### config.mk
export PLATFORM = sky130hd
export DESIGN_NAME = eeprom_chunk_writer
export DESIGN_NICKNAME = d
export VERILOG_FILES = /design/src/rtl/ewr_pkg.sv /design/src/rtl/ewr_prefetch.sv /design/src/rtl/ewr_addr_track.sv /design/src/rtl/ewr_poll_ctr.sv /design/src/rtl/eeprom_chunk_writer.sv
export SDC_FILE = /design/constraint.sdc
export NUM_CORES = 1
export LEC_CHECK = 0
export CELL_PAD_IN_SITES_DETAIL_PLACEMENT = 1
export CELL_PAD_IN_SITES_GLOBAL_PLACEMENT = 2
export CORE_MARGIN = 2
export CORE_UTILIZATION = 31
export CTS_CLUSTER_SIZE = 8
export DETAILED_ROUTE_END_ITERATION = 6
export GPL_ROUTABILITY_DRIVEN = 0
export HOLD_SLACK_MARGIN = 0.06
export PLACE_DENSITY_LB_ADDON = 0.1
export SYNTH_ARGS = -nofsm -noshare
export SYNTH_HDL_FRONTEND = slang
export SYNTH_SLANG_ARGS = --single-unit
export TNS_END_PERCENT = 20
### constraint.sdc
create_clock -name clk_i -period 2.3 [get_ports clk_i]
set_input_delay 0.575 -clock clk_i [delete_from_list [all_inputs] [get_ports clk_i]]
set_output_delay 0.575 -clock clk_i [all_outputs]
set_load 0.02 [all_outputs]
### src/rtl/ewr_pkg.sv
package ewr_pkg;
  typedef enum logic [2:0] {
    OP_RECOVER = 3'd0,
    OP_START   = 3'd1,
    OP_STOP    = 3'd2,
    OP_WRITE   = 3'd3,
    OP_READ    = 3'd4
  } op_e;

  typedef enum logic [3:0] {
    S_IDLE, S_RECOVER, S_START, S_CMD, S_DWAIT, S_DATA, S_STOP,
    S_PSTART, S_PCMD, S_PSTOP, S_PREAD, S_FSTOP, S_ASTOP, S_DONE
  } seq_state_e;
endpackage

### src/rtl/ewr_prefetch.sv
module ewr_prefetch #(
  parameter int DATA_W = 8,
  parameter int LEN_W  = 9
) (
  input  logic              clk_i,
  input  logic              rst_ni,
  input  logic              load_i,
  input  logic [LEN_W-1:0]  len_i,
  input  logic              clear_i,
  input  logic              valid_i,
  input  logic [DATA_W-1:0] data_i,
  output logic              ready_o,
  input  logic              take_i,
  output logic              have_o,
  output logic [DATA_W-1:0] byte_o
);
  logic [LEN_W-1:0]  left_q;
  logic              full_q;
  logic [DATA_W-1:0] buf_q;

  assign ready_o = !full_q && (left_q != '0);
  assign have_o  = full_q;
  assign byte_o  = buf_q;

  always_ff @(posedge clk_i or negedge rst_ni) begin
    if (!rst_ni) begin
      left_q <= '0;
      full_q <= 1'b0;
      buf_q  <= '0;
    end else if (load_i) begin
      left_q <= len_i;
      full_q <= 1'b0;
    end else if (clear_i) begin
      left_q <= '0;
      full_q <= 1'b0;
    end else if (valid_i && ready_o) begin
      buf_q  <= data_i;
      full_q <= 1'b1;
      left_q <= left_q - 1'b1;
    end else if (take_i) begin
      full_q <= 1'b0;
    end
  end
endmodule

### src/rtl/ewr_addr_track.sv
module ewr_addr_track #(
  parameter int OFS_W = 7,
  parameter int LEN_W = 9,
  parameter int CHUNK = 4
) (
  input  logic             clk_i,
  input  logic             rst_ni,
  input  logic             load_i,
  input  logic [OFS_W-1:0] ofs_i,
  input  logic [LEN_W-1:0] len_i,
  input  logic             chunk_i,
  input  logic             sent_i,
  output logic [OFS_W:0]   cmd_byte_o,
  output logic             last_o,
  output logic             empty_o
);
  localparam int CW = $clog2(CHUNK + 1);

  logic [OFS_W-1:0] ofs_q;
  logic [LEN_W-1:0] rem_q;
  logic [CW-1:0]    left_q;
  logic [CW-1:0]    chunk_size;

  assign chunk_size = (rem_q > LEN_W'(CHUNK)) ? CW'(CHUNK) : rem_q[CW-1:0];
  assign cmd_byte_o = {ofs_q, 1'b0};
  assign last_o     = (left_q == CW'(1));
  assign empty_o    = (rem_q == '0);

  always_ff @(posedge clk_i or negedge rst_ni) begin
    if (!rst_ni) begin
      ofs_q  <= '0;
      rem_q  <= '0;
      left_q <= '0;
    end else if (load_i) begin
      ofs_q  <= ofs_i;
      rem_q  <= len_i;
      left_q <= '0;
    end else if (chunk_i) begin
      left_q <= chunk_size;
    end else if (sent_i) begin
      ofs_q  <= ofs_q + 1'b1;
      rem_q  <= rem_q - 1'b1;
      left_q <= left_q - 1'b1;
    end
  end
endmodule

### src/rtl/ewr_poll_ctr.sv
module ewr_poll_ctr #(
  parameter int POLL_MAX = 100
) (
  input  logic clk_i,
  input  logic rst_ni,
  input  logic clear_i,
  input  logic miss_i,
  output logic hit_o
);
  localparam int PW = $clog2(POLL_MAX + 1);

  logic [PW-1:0] cnt_q;

  assign hit_o = (cnt_q == PW'(POLL_MAX));

  always_ff @(posedge clk_i or negedge rst_ni) begin
    if (!rst_ni)      cnt_q <= '0;
    else if (clear_i) cnt_q <= '0;
    else if (miss_i)  cnt_q <= cnt_q + 1'b1;
  end
endmodule

### src/rtl/eeprom_chunk_writer.sv
module eeprom_chunk_writer
  import ewr_pkg::*;
#(
  parameter int DATA_W   = 8,
  parameter int LEN_W    = 9,
  parameter int CHUNK    = 4,
  parameter int POLL_MAX = 100
) (
  input  logic              clk_i,
  input  logic              rst_ni,
  input  logic              start_i,
  input  logic [DATA_W-2:0] offset_i,
  input  logic [LEN_W-1:0]  len_i,
  input  logic              wdata_valid_i,
  input  logic [DATA_W-1:0] wdata_i,
  output logic              wdata_ready_o,
  output logic              op_valid_o,
  output logic [2:0]        op_code_o,
  output logic [DATA_W-1:0] op_byte_o,
  input  logic              op_done_i,
  input  logic              op_ack_i,
  output logic              done_o,
  output logic              error_o
);
  localparam int OFS_W = DATA_W - 1;
  localparam logic [DATA_W-1:0] POLL_BYTE = {{(DATA_W-1){1'b0}}, 1'b1};

  seq_state_e        st_q, st_d;
  logic [DATA_W-1:0] byte_q, byte_d;
  logic              err_q, err_d;
  logic              init_q, init_d;
  logic              ld, chunk_go, sent, take, p_clr, p_miss;
  logic              have, last, empty, p_hit;
  logic [DATA_W-1:0] pf_byte, cmd_byte;
  logic              busy;

  ewr_prefetch #(.DATA_W(DATA_W), .LEN_W(LEN_W)) i_prefetch (
    .clk_i, .rst_ni,
    .load_i (ld),
    .len_i,
    .clear_i(st_q == S_DONE),
    .valid_i(wdata_valid_i),
    .data_i (wdata_i),
    .ready_o(wdata_ready_o),
    .take_i (take),
    .have_o (have),
    .byte_o (pf_byte)
  );

  ewr_addr_track #(.OFS_W(OFS_W), .LEN_W(LEN_W), .CHUNK(CHUNK)) i_addr (
    .clk_i, .rst_ni,
    .load_i    (ld),
    .ofs_i     (offset_i),
    .len_i,
    .chunk_i   (chunk_go),
    .sent_i    (sent),
    .cmd_byte_o(cmd_byte),
    .last_o    (last),
    .empty_o   (empty)
  );

  ewr_poll_ctr #(.POLL_MAX(POLL_MAX)) i_poll (
    .clk_i, .rst_ni,
    .clear_i(p_clr),
    .miss_i (p_miss),
    .hit_o  (p_hit)
  );

  always_comb begin
    st_d     = st_q;
    byte_d   = byte_q;
    err_d    = err_q;
    init_d   = init_q;
    ld       = 1'b0;
    chunk_go = 1'b0;
    sent     = 1'b0;
    take     = 1'b0;
    p_clr    = 1'b0;
    p_miss   = 1'b0;
    unique case (st_q)
      S_IDLE: if (start_i) begin
        ld    = 1'b1;
        err_d = 1'b0;
        if (len_i == '0)  st_d = S_DONE;
        else if (!init_q) st_d = S_RECOVER;
        else              st_d = S_START;
      end
      S_RECOVER: if (op_done_i) begin
        init_d = 1'b1;
        st_d   = S_START;
      end
      S_START: if (op_done_i) begin
        chunk_go = 1'b1;
        byte_d   = cmd_byte;
        st_d     = S_CMD;
      end
      S_CMD: if (op_done_i) begin
        if (!op_ack_i) st_d = S_ASTOP;
        else if (have) begin
          take   = 1'b1;
          byte_d = pf_byte;
          st_d   = S_DATA;
        end else st_d = S_DWAIT;
      end
      S_DWAIT: if (have) begin
        take   = 1'b1;
        byte_d = pf_byte;
        st_d   = S_DATA;
      end
      S_DATA: if (op_done_i) begin
        if (!op_ack_i) st_d = S_ASTOP;
        else begin
          sent = 1'b1;
          if (last) st_d = S_STOP;
          else if (have) begin
            take   = 1'b1;
            byte_d = pf_byte;
          end else st_d = S_DWAIT;
        end
      end
      S_STOP: if (op_done_i) begin
        p_clr = 1'b1;
        st_d  = S_PSTART;
      end
      S_PSTART: if (op_done_i) begin
        byte_d = POLL_BYTE;
        st_d   = S_PCMD;
      end
      S_PCMD: if (op_done_i) begin
        if (op_ack_i) st_d = S_PREAD;
        else begin
          p_miss = 1'b1;
          st_d   = S_PSTOP;
        end
      end
      S_PSTOP: if (op_done_i) begin
        if (p_hit) begin
          err_d = 1'b1;
          st_d  = S_DONE;
        end else st_d = S_PSTART;
      end
      S_PREAD: if (op_done_i) st_d = S_FSTOP;
      S_FSTOP: if (op_done_i) st_d = empty ? S_DONE : S_START;
      S_ASTOP: if (op_done_i) begin
        err_d = 1'b1;
        st_d  = S_DONE;
      end
      S_DONE:  st_d = S_IDLE;
      default: st_d = S_IDLE;
    endcase
  end

  always_ff @(posedge clk_i or negedge rst_ni) begin
    if (!rst_ni) begin
      st_q   <= S_IDLE;
      byte_q <= '0;
      err_q  <= 1'b0;
      init_q <= 1'b0;
    end else begin
      st_q   <= st_d;
      byte_q <= byte_d;
      err_q  <= err_d;
      init_q <= init_d;
    end
  end

  always_comb begin
    op_code_o = OP_STOP;
    unique case (st_q)
      S_RECOVER:               op_code_o = OP_RECOVER;
      S_START, S_PSTART:       op_code_o = OP_START;
      S_CMD, S_DATA, S_PCMD:   op_code_o = OP_WRITE;
      S_PREAD:                 op_code_o = OP_READ;
      default:                 op_code_o = OP_STOP;
    endcase
  end

  assign op_valid_o = !(st_q inside {S_IDLE, S_DWAIT, S_DONE});
  assign op_byte_o  = byte_q;
  assign done_o     = (st_q == S_DONE);
  assign error_o    = done_o && err_q;
  assign busy       = (st_q != S_IDLE);
endmodule

# After elaboration in Yosys (flattened, before gate mapping)
# Index checks and enable logic that the tools add are counted.
[totals]
regBits = 58
input_bits = 30
out_inout_bits = 15
elab_cells = 154
[op_classes]
add_sub_neg = 5
magnitude_cmp = 1
eq_ne = 34
mux = 76
bitwise = 2
reduce_logical = 25
[ops]
columns = ["operator", "n"]
rows = [
  ["2-to-1 mux 4 bit", 20],
  ["2-to-1 mux 8 bit", 8],
  ["2-to-1 mux 9 bit", 6],
  ["one-hot mux 4 bit (13 select lines)", 1],
  ["one-hot mux 8 bit (5 select lines)", 1],
  ["2-to-1 mux 7 bit", 5],
  ["!= test 2 bit, second input constant", 15],
  ["2-to-1 mux 1 bit", 26],
  ["== test 4 bit, second input constant", 6],
  ["zero test 9 bit", 2],
  ["subtractor 9 x 1 -> 9 bit, second input constant", 2],
  ["== test 4 x 3 -> 1 bit, second input constant", 4],
  ["adder 7 x 1 -> 7 bit, second input constant", 2],
  ["AND reduction 14 bit", 1],
  ["2-to-1 mux 3 bit", 4],
  ["one-hot mux 3 bit (4 select lines)", 1],
  ["nonzero test 3 bit", 4],
  ["greater-than comparator 9 x 3 -> 1 bit, second input constant", 1],
  ["nonzero test 9 bit", 1],
  ["== test 4 x 2 -> 1 bit, second input constant", 2],
  ["AND reduction 8 bit", 1],
  ["== test 7 bit, second input constant", 1],
  ["!= test 2 x 1 -> 1 bit, second input constant", 3],
  ["one-hot mux 1 bit (3 select lines)", 2],
  ["other kinds (17)", 24],
]

# Longest topological paths before layout
# Gate-level depths: netlist of the first run.
[depth]
ltp_word = 9
ltp_mapped = 8
depth_no_buf = 7

# Cells and area by module
# Synthesis of the first run repeated with hierarchy kept, for this count alone.
[hier_totals]
hier_cells = 399
area_unflattened_um2 = 3851.2
[modules_own_cells]
columns = ["module", "instances", "cells_per_inst", "area_each_um2", "seq_area_each_um2"]
rows = [
  ["eeprom_chunk_writer", 1, 154, 1362.6, 350.3],
  ["ewr_addr_track", 1, 124, 1138.6, 475.5],
  ["ewr_prefetch", 1, 86, 1008.5, 450.4],
  ["ewr_poll_ctr", 1, 35, 341.6, 175.2],
]

# Worst setup path before layout of the first run
# No wires, ideal clock.
[synth_path]
kind = "register to output"
from = "register st_q[1]"
to = "output op_code_o[2]"
arrival_time_ps = 1787
required_ps = 1725
setup_slack_ps = -62
path_stages_with_launch = 5
n_path_buf = 3
path_cell_list = "dfrtp_1 -> clkbuf_1 -> clkbuf_1 -> clkbuf_1 -> nor3b_1"
[synth_via]
elab_chain_len = 3
elab_cells_between_ends = 10
cone_classes = "eq/ne (7); mux (1); reduce/logical (2)"
[synth_lines]
columns = ["element", "line", "text"]
rows = [
  ["start, declared", "eeprom_chunk_writer.sv:28", "seq_state_e st_q, st_d;"],
  ["start signal, assigned", "eeprom_chunk_writer.sv:160", "st_q <= st_d;"],
  ["== test 4 x 2 -> 1 bit (tied with other cells)", "eeprom_chunk_writer.sv:169", "unique case (st_q)"],
  ["OR reduction 3 bit / OR reduction 2 bit (equally long branches)", "eeprom_chunk_writer.sv:169", ""],
  ["one-hot mux 3 bit (4 select lines) *", "eeprom_chunk_writer.sv:169", ""],
  ["end, declared", "eeprom_chunk_writer.sv:18", "output logic [2:0] op_code_o,"],
]
# Mark *: on every way between the ends. The rest lies on a longest branch, timed or not.

# Worst setup path after layout of the first run
[layout_path]
from = "register i_prefetch.left_q[1]"
to = "output wdata_ready_o"
[layout_via]
elab_chain_len = 2
[layout_lines]
columns = ["element", "line", "text"]
rows = [
  ["start, declared", "ewr_prefetch.sv:17", "logic [LEN_W-1:0] left_q;"],
  ["start signal, assigned", "ewr_prefetch.sv:31", "left_q <= len_i;"],
  ["start signal, assigned", "ewr_prefetch.sv:39", "left_q <= left_q - 1'b1;"],
  ["nonzero test 9 bit", "ewr_prefetch.sv:21", "assign ready_o = !full_q && (left_q != '0);"],
  ["logical AND 1 bit", "ewr_prefetch.sv:21", ""],
  ["end, declared", "eeprom_chunk_writer.sv:16", "output logic wdata_ready_o,"],
]
# Every way passes these cells.

==> key figures, run 1 <==
Status
  • Status: complete, but fails checks
  • Failing checks: negative setup slack

Critical path
  • Crit Path Class: register to primary output
  • Worst Path Required: 1.73 ns
  • Arrival time worst endpoint: 1.81 ns
  • CP startpoint kind: register
  • CP endpoint kind: primary output
  • CP Max Fanout: 3

Power
  • Peak supply drop: 589.5 uV
  • Leakage power: 2.196 nW
  • P per Cell Area: 1376 nW/um2
  • Tot Pwr: 6.935 mW

CTS
  • Clock-pin slew of the registers on the worst-case setup and hold paths: 0.05 ns
  • Clk sink count: 58
  • Clock Latency Late Sink: 0.33 ns
  • CTS Buf Count: 9
  • CTS tree: done
  • H-Tree Depth: 3
  • Clock buffer depth: 2
  • Cts hold-fix bufs: 0
  • Clk root buf: clkbuf_16

Die
  • Die width: 111.9 um
  • Core Footprint: 11,370 um2
  • Die Span Y: 111.9 um
  • Initial core utilization: 31.76%
  • Row count: 39
  • I/O Pins: 45
  • Die area: 12,530 um2

Global route
  • Largest net degree at the start of global routing: 45
  • Vias in the first global route: 3,469
  • Initial antenna violation count: 0
  • First-pass GRT wire length: 17.86 mm
  • GR Util All Layers: 17.74%
  • Gr ovfl total: 0

Placed design
  • Placed Area: 4581 um2
  • Post-DP HPWL: 8.010 mm
  • DP Worst Slack: -0.2676 ns
  • Port buffer count: 44

STA
  • Final Hold Viols: 0
  • Fmax achieved: 0.4201 GHz
  • Setup WS post-layout: -0.08039 ns
  • Final number of setup-violating endpoints: 10
  • Fin crit period: 2.380 ns
  • Layout Skew: 0.006756 ns
  • Slew margin rel.: 51.77%
  • Setup TNS: -0.1351 ns
  • Count of pins over their slew limit: 0
  • RSZ-0062 raised after global routing: yes
  • Worst Tran Pin Value: 0.7234 ns
  • Fin crit share: 103.5%

Logic synthesis
  • Cell count after synthesis: 396
  • Sequential-to-total area share from yosys stat: 40.19%
  • Mapped Area: 3611 um2
  • Ys Warns: 0
  • EDFF count, synth: 0
  • Synth cell types: 62
  • Most used DFF post-synth: dfrtp_1
  • Syn Area/Cell: 9.119 um2
  • Seq cells post-synth: 58
  • Async set-reset flop share out of synthesis: 100.0%
  • Syn Nets: 434

Route
  • ANT nets after route: 0
  • Drt first pass iters: 4
  • Drt via density: 5.287
  • DRC viols: 0
  • WL/cell: 16.96 um
  • WL final: 10.68 mm
  • Starting DRT DRC Count: 90
  • Total number of vias: 3,331

Finish
  • # diodes: 0
  • Layout cell share with drive strength beyond 1: 24.44%
  • Final Cell Area: 5041 um2
  • Fin nets: 521
  • Commonest non-fill, non-tap cells in the layout: dfrtp_1, buf_4, nand2_1, clkdlybuf4s50_1, nor2_1
  • Area Growth Syn to Fin: 39.60%
  • Commonest non-fill, non-tap cell in the layout: dfrtp_1

Flow run
  • Max_cap viols: 0

Hold path
  • HP Class: primary input to async pin
-- metrics by stage --
| step | utilization (%) | hold WS, ns | std cells |
|---|---|---|---|
| 6_report | 44.34 | 0.1710 | 630 |
| 3_5_place_dp | 40.29 | 0.4630 | 614 |
| 3_3_place_gp | 40.29 | 0.4637 | 614 |
| 2_1_floorplan | - | 0.2794 | 396 |
| 4_1_cts | 43.31 | 0.1734 | 629 |
| 5_1_grt | 44.34 | 0.1825 | 630 |
-- cell families after synthesis --
| family | synth area share [%] |
|---|---|
| adders and majority gates | 3.049 |
| muxes | 7.242 |
| DFF | 40.19 |
| and+or+nand+nor | 22.18 |
| buffers and inverters | 4.990 |
| xor gates and xnor gates | 2.183 |
| AOI/OAI and AO/OA | 20.17 |
-- critical path: stages, from the launching register on --
cell and delay (ns):
dfrtp_1 0.39, inv_2 0.09, ha_4 0.13, or4b_4 0.50, nor2_4 0.10, a31oi_1 0.08, buf_2 0.17
-- synthesized netlist by cell type (8+ instances only) --
master / count / area, um2
dfrtp_1: 58 / 1451
nand2_1: 37 / 138.9
a21oi_1: 33 / 165.2
nor2_1: 30 / 112.6
inv_1: 18 / 67.56
o21ai_0: 18 / 90.09
nand3_1: 16 / 80.08
clkbuf_1: 14 / 52.55
a22o_1: 12 / 105.1
nand2b_1: 11 / 68.82
mux2_2: 9 / 101.4
ha_1: 8 / 100.1
mux2_4: 8 / 120.1
-- final timing paths --
kind / start / end / slack [ns] / cells after the start
worst max-delay path: i_prefetch.left_q[1]$_DFFE_PN0P_ / wdata_ready_o / -0.08 / 6
worst min-delay path: rst_ni / i_prefetch.left_q[4]$_DFFE_PN0P_ / 0.17 / 1
max in group asynchronous: rst_ni / op_byte_o[7]$_DFFE_PN0P_ / 1.53 / 2
worst max register to register: i_prefetch.left_q[1]$_DFFE_PN0P_ / i_prefetch.byte_o[4]$_DFFE_PN0P_ / -0.01 / 8
min in group clk_i: err_q$_DFFE_PN0P_ / err_q$_DFFE_PN0P_ / 0.47 / 2
worst min register to register: err_q$_DFFE_PN0P_ / err_q$_DFFE_PN0P_ / 0.47 / 2
-- power breakdown --
part           switching, mW  internal, mW  leakage (nW)
Combinational           1.72          1.75          1.30
Clock                  0.474          1.11         0.172
Sequential             0.411          1.47         0.723
Total                   2.61          4.33          2.20
-- final cells by class --
cell class / instances / area, um2
clock buffer: 11 / 252.7
clock inverter: 4 / 98.84
fill: 1286 / 6329
inverter: 18 / 67.56
multi-input combinational: 296 / 2085
sequential: 58 / 1454
tap: 143 / 178.9
timing repair buffer: 100 / 904.6
-- flip-flops by register name, summed over array words and instances (netlist names) --
name and cells:
i_addr.left_q 3, i_prefetch.byte_o 8, err_q 1, i_addr.ofs_q 7, i_addr.rem_q 9, op_byte_o 8, i_poll.cnt_q 7, st_q 4
init_q 1, i_prefetch.have_o 1, i_prefetch.left_q 9
-- per-layer routing --
layer / GRT usage (%) / wire (um)
met1: 23.95 / 5196
met3: 3.811 / 295
met5: 0 / 0
met4: 4.938 / 138
met2: 28.85 / 5052
-- timing repair --
action,4_1_cts,5_1_grt
pin swaps,0,7
endpoints found under the setup margin,24,19
buffers inserted,0,2
resized for setup,14,21
No activity file was read; power rests on OpenSTA's default activity.
==> run 2, diff against run 1 <==
- REMOVE_ABC_BUFFERS: not set -> 1
==> run 2 against run 1 <==
The flow still finishes with violations (negative setup slack); register-to-register slack about the same; final cell count down 0.16%; setup slack gained 0.012 ns; count of clock-buffer cells in the layout rose by 1; critical path depth unchanged; combinational power decreased by 1%; utilization decreased by 0.52 points; hold slack better by 0.057 ns; global-route usage grew 0.93 points; total power is 2.3% lower; sequential cell count unchanged; sequential share of layout area up 0.39 points.
==> key figures, run 2 (synthesized netlist as in run 1, its figures left out) <==
Status
  • Status: complete, but fails checks
  • Failing checks: negative setup slack

CTS
  • Clock Latency Late Sink: 0.34 ns (about the same)
  • Clk sink count: 58 (unchanged)
  • Clock buffer depth: 2 (unchanged)
  • Clock-pin slew of the registers on the worst-case setup and hold paths: 0.05 ns (about the same)
  • CTS tree: done
  • CTS Buf Count: 9 (unchanged)
  • H-Tree Depth: 3 (unchanged)
  • Clk root buf: clkbuf_16
  • Cts hold-fix bufs: 0 (unchanged)

Critical path
  • Arrival time worst endpoint: 1.79 ns (-0.02 ns)
  • Crit Path Class: register to primary output
  • Buf/Inv on CP: 2 (unchanged)
  • CP endpoint kind: primary output
  • CP Max Fanout: 2 (-1)
  • FF-to-FF path depth: 9 (+1)
  • Crit-path leading delay family: simple AND/OR/NAND/NOR gates
  • Worst Path Required: 1.73 ns (about the same)
  • CP Depth: 6 (unchanged)
  • CP startpoint kind: register
  • Worst path cell trace: inv_2, ha_4, or4b_4, nor2_4, a31oi_1, buf_2
  • Highest-delay cell along the critical path: or4b_4
  • Largest stage delay, worst path: 0.50 ns (about the same)

Die
  • Row count: 39 (unchanged)
  • Die width: 111.9 um (unchanged)
  • Die area: 12,530 um2 (unchanged)
  • I/O Pins: 45 (unchanged)
  • Initial core utilization: 31.76% (unchanged)
  • Die Span Y: 111.9 um (unchanged)
  • Core Footprint: 11,370 um2 (unchanged)

Global route
  • Initial antenna violation count: 0 (unchanged)
  • Gr ovfl total: 0 (unchanged)
  • First-pass GRT wire length: 18.40 mm (+3.0%)
  • Vias in the first global route: 3,588 (+3.4%)
  • GR Util All Layers: 18.67% (+0.93 points)
  • Largest net degree at the start of global routing: 59 (+31%)

Hold path
  • HP Class: primary input to async pin

Placed design
  • DP Worst Slack: -0.2681 ns (-0.0004280 ns)
  • Placed Area: 4533 um2 (-1.0%)
  • Inst Count DP: 610 (-0.65%)
  • Post-DP HPWL: 8.020 mm (+0.12%)
  • Port buffer count: 44 (unchanged)

STA
  • Hold WS: 0.2277 ns (+0.05669 ns)
  • Setup WS post-layout: -0.06845 ns (+0.01194 ns)
  • Layout Skew: 0.003233 ns (-0.003523 ns)
  • RSZ-0062 raised after global routing: yes
  • Fin crit share: 103.0% (-0.52 points)
  • Final number of setup-violating endpoints: 1 (-9)
  • Fmax achieved: 0.4222 GHz (+0.50%)
  • Setup TNS: -0.06845 ns (+0.06665 ns)
  • Worst Tran Pin Value: 0.7359 ns (+0.01256 ns)
  • Fin crit period: 2.368 ns (-0.01194 ns)
  • Slew margin rel.: 50.94% (-0.84 points)
  • Count of pins over their slew limit: 0 (unchanged)
  • Final Hold Viols: 0 (unchanged)

Finish
  • # diodes: 0 (unchanged)
  • Final Cell Area: 4982 um2 (-1.2%)
  • Area Growth Syn to Fin: 37.98%
  • Final std cells w/o fill: 629 (-0.16%)
  • Final core occ: 43.82% (-0.52 points)
  • Fin nets: 519 (-0.38%)
  • Largest registers: i_addr.rem_q: 9 flops, i_prefetch.left_q: 9 flops
  • Commonest non-fill, non-tap cells in the layout: dfrtp_1, buf_4, nand2_1, clkdlybuf4s50_1, nor2_1
  • FILL cells: 1,317 (+2.4%)
  • Layout cell share with drive strength beyond 1: 24.49% (+0.050 points)
  • Commonest non-fill, non-tap cell in the layout: dfrtp_1

Power
  • Leakage power: 2.155 nW (-1.9%)
  • Peak supply drop: 604.8 uV (+2.6%)
  • P per Cell Area: 1361 nW/um2 (-1.1%)
  • Tot Pwr: 6.778 mW (-2.3%)

Route
  • Drt via density: 5.294 (+0.13%)
  • ANT nets after route: 0 (unchanged)
  • Drt first pass iters: 4 (unchanged)
  • Starting DRT DRC Count: 119 (+32%)
  • WL final: 11.07 mm (+3.6%)
  • WL/cell: 17.60 um (+3.8%)
  • Total number of vias: 3,330 (-0.030%)
  • DRC viols: 0 (unchanged)

Flow run
  • Max_cap viols: 0 (unchanged)
run 2: cell count changes in the layout (fill, tap and decap cells not counted), sizes merged:
cell           delta
buf               -2
bufinv            -1
clkbuf            +1
clkdlybuf4s15     +1
clkinv            -1
clkinvlp          +2
dlygate4sd2       -1
run 2: layout make-up:
| class | instances | area, um2 | area share (%) |
|---|---|---|---|
| Clock buffer | 12 | 246.5 | 4.947 |
| Clock inverter | 4 | 75.07 | 1.507 |
| Inverter | 18 | 67.56 | 1.356 |
| Multi-Input combinational cell | 296 | 2068 | 41.51 |
| Sequential cell | 58 | 1456 | 29.23 |
| Tap cell | 143 | 178.9 | 3.591 |
| Timing Repair Buffer | 98 | 889.6 | 17.86 |
run 2: path summary, 6_finish.rpt:
path / slack [ns] / to / startpoint
worst max-delay path: -0.07 / wdata_ready_o / i_prefetch.left_q[0]$_DFFE_PN0P_
worst min-delay path: 0.23 / st_q[2]$_DFFE_PN0P_ / rst_ni
worst max register to register: 0 / i_prefetch.left_q[8]$_DFFE_PN0P_ / i_prefetch.left_q[0]$_DFFE_PN0P_
worst min register to register: 0.48 / err_q$_DFFE_PN0P_ / err_q$_DFFE_PN0P_
max in group asynchronous: 1.79 / i_prefetch.byte_o[7]$_DFFE_PN0P_ / rst_ni
min in group clk_i: 0.48 / err_q$_DFFE_PN0P_ / err_q$_DFFE_PN0P_
run 2: metal layers:
| layer | GRT usage [%] | up-vias | wire length, um |
|---|---|---|---|
| met3 | 5.008 | 10 | 315 |
| met5 | 0 | - | 0 |
| li1 | - | 1605 | - |
| met4 | 5.103 | 0 | 143 |
| met2 | 32.04 | 42 | 5373 |
| met1 | 23.19 | 1673 | 5239 |
run 2: where the power goes:
| group | internal, mW | switching, mW |
|---|---|---|
| Clock | 0.978 | 0.490 |
| Combinational | 1.71 | 1.72 |
| Sequential | 1.47 | 0.405 |
run 2: timing repair:
action	4_1_cts	5_1_grt
endpoints found under the setup margin	22	28
endpoints found under the hold margin	0	0
pin swaps	0	8
gates resized for setup	14	28
buffers inserted	0	4
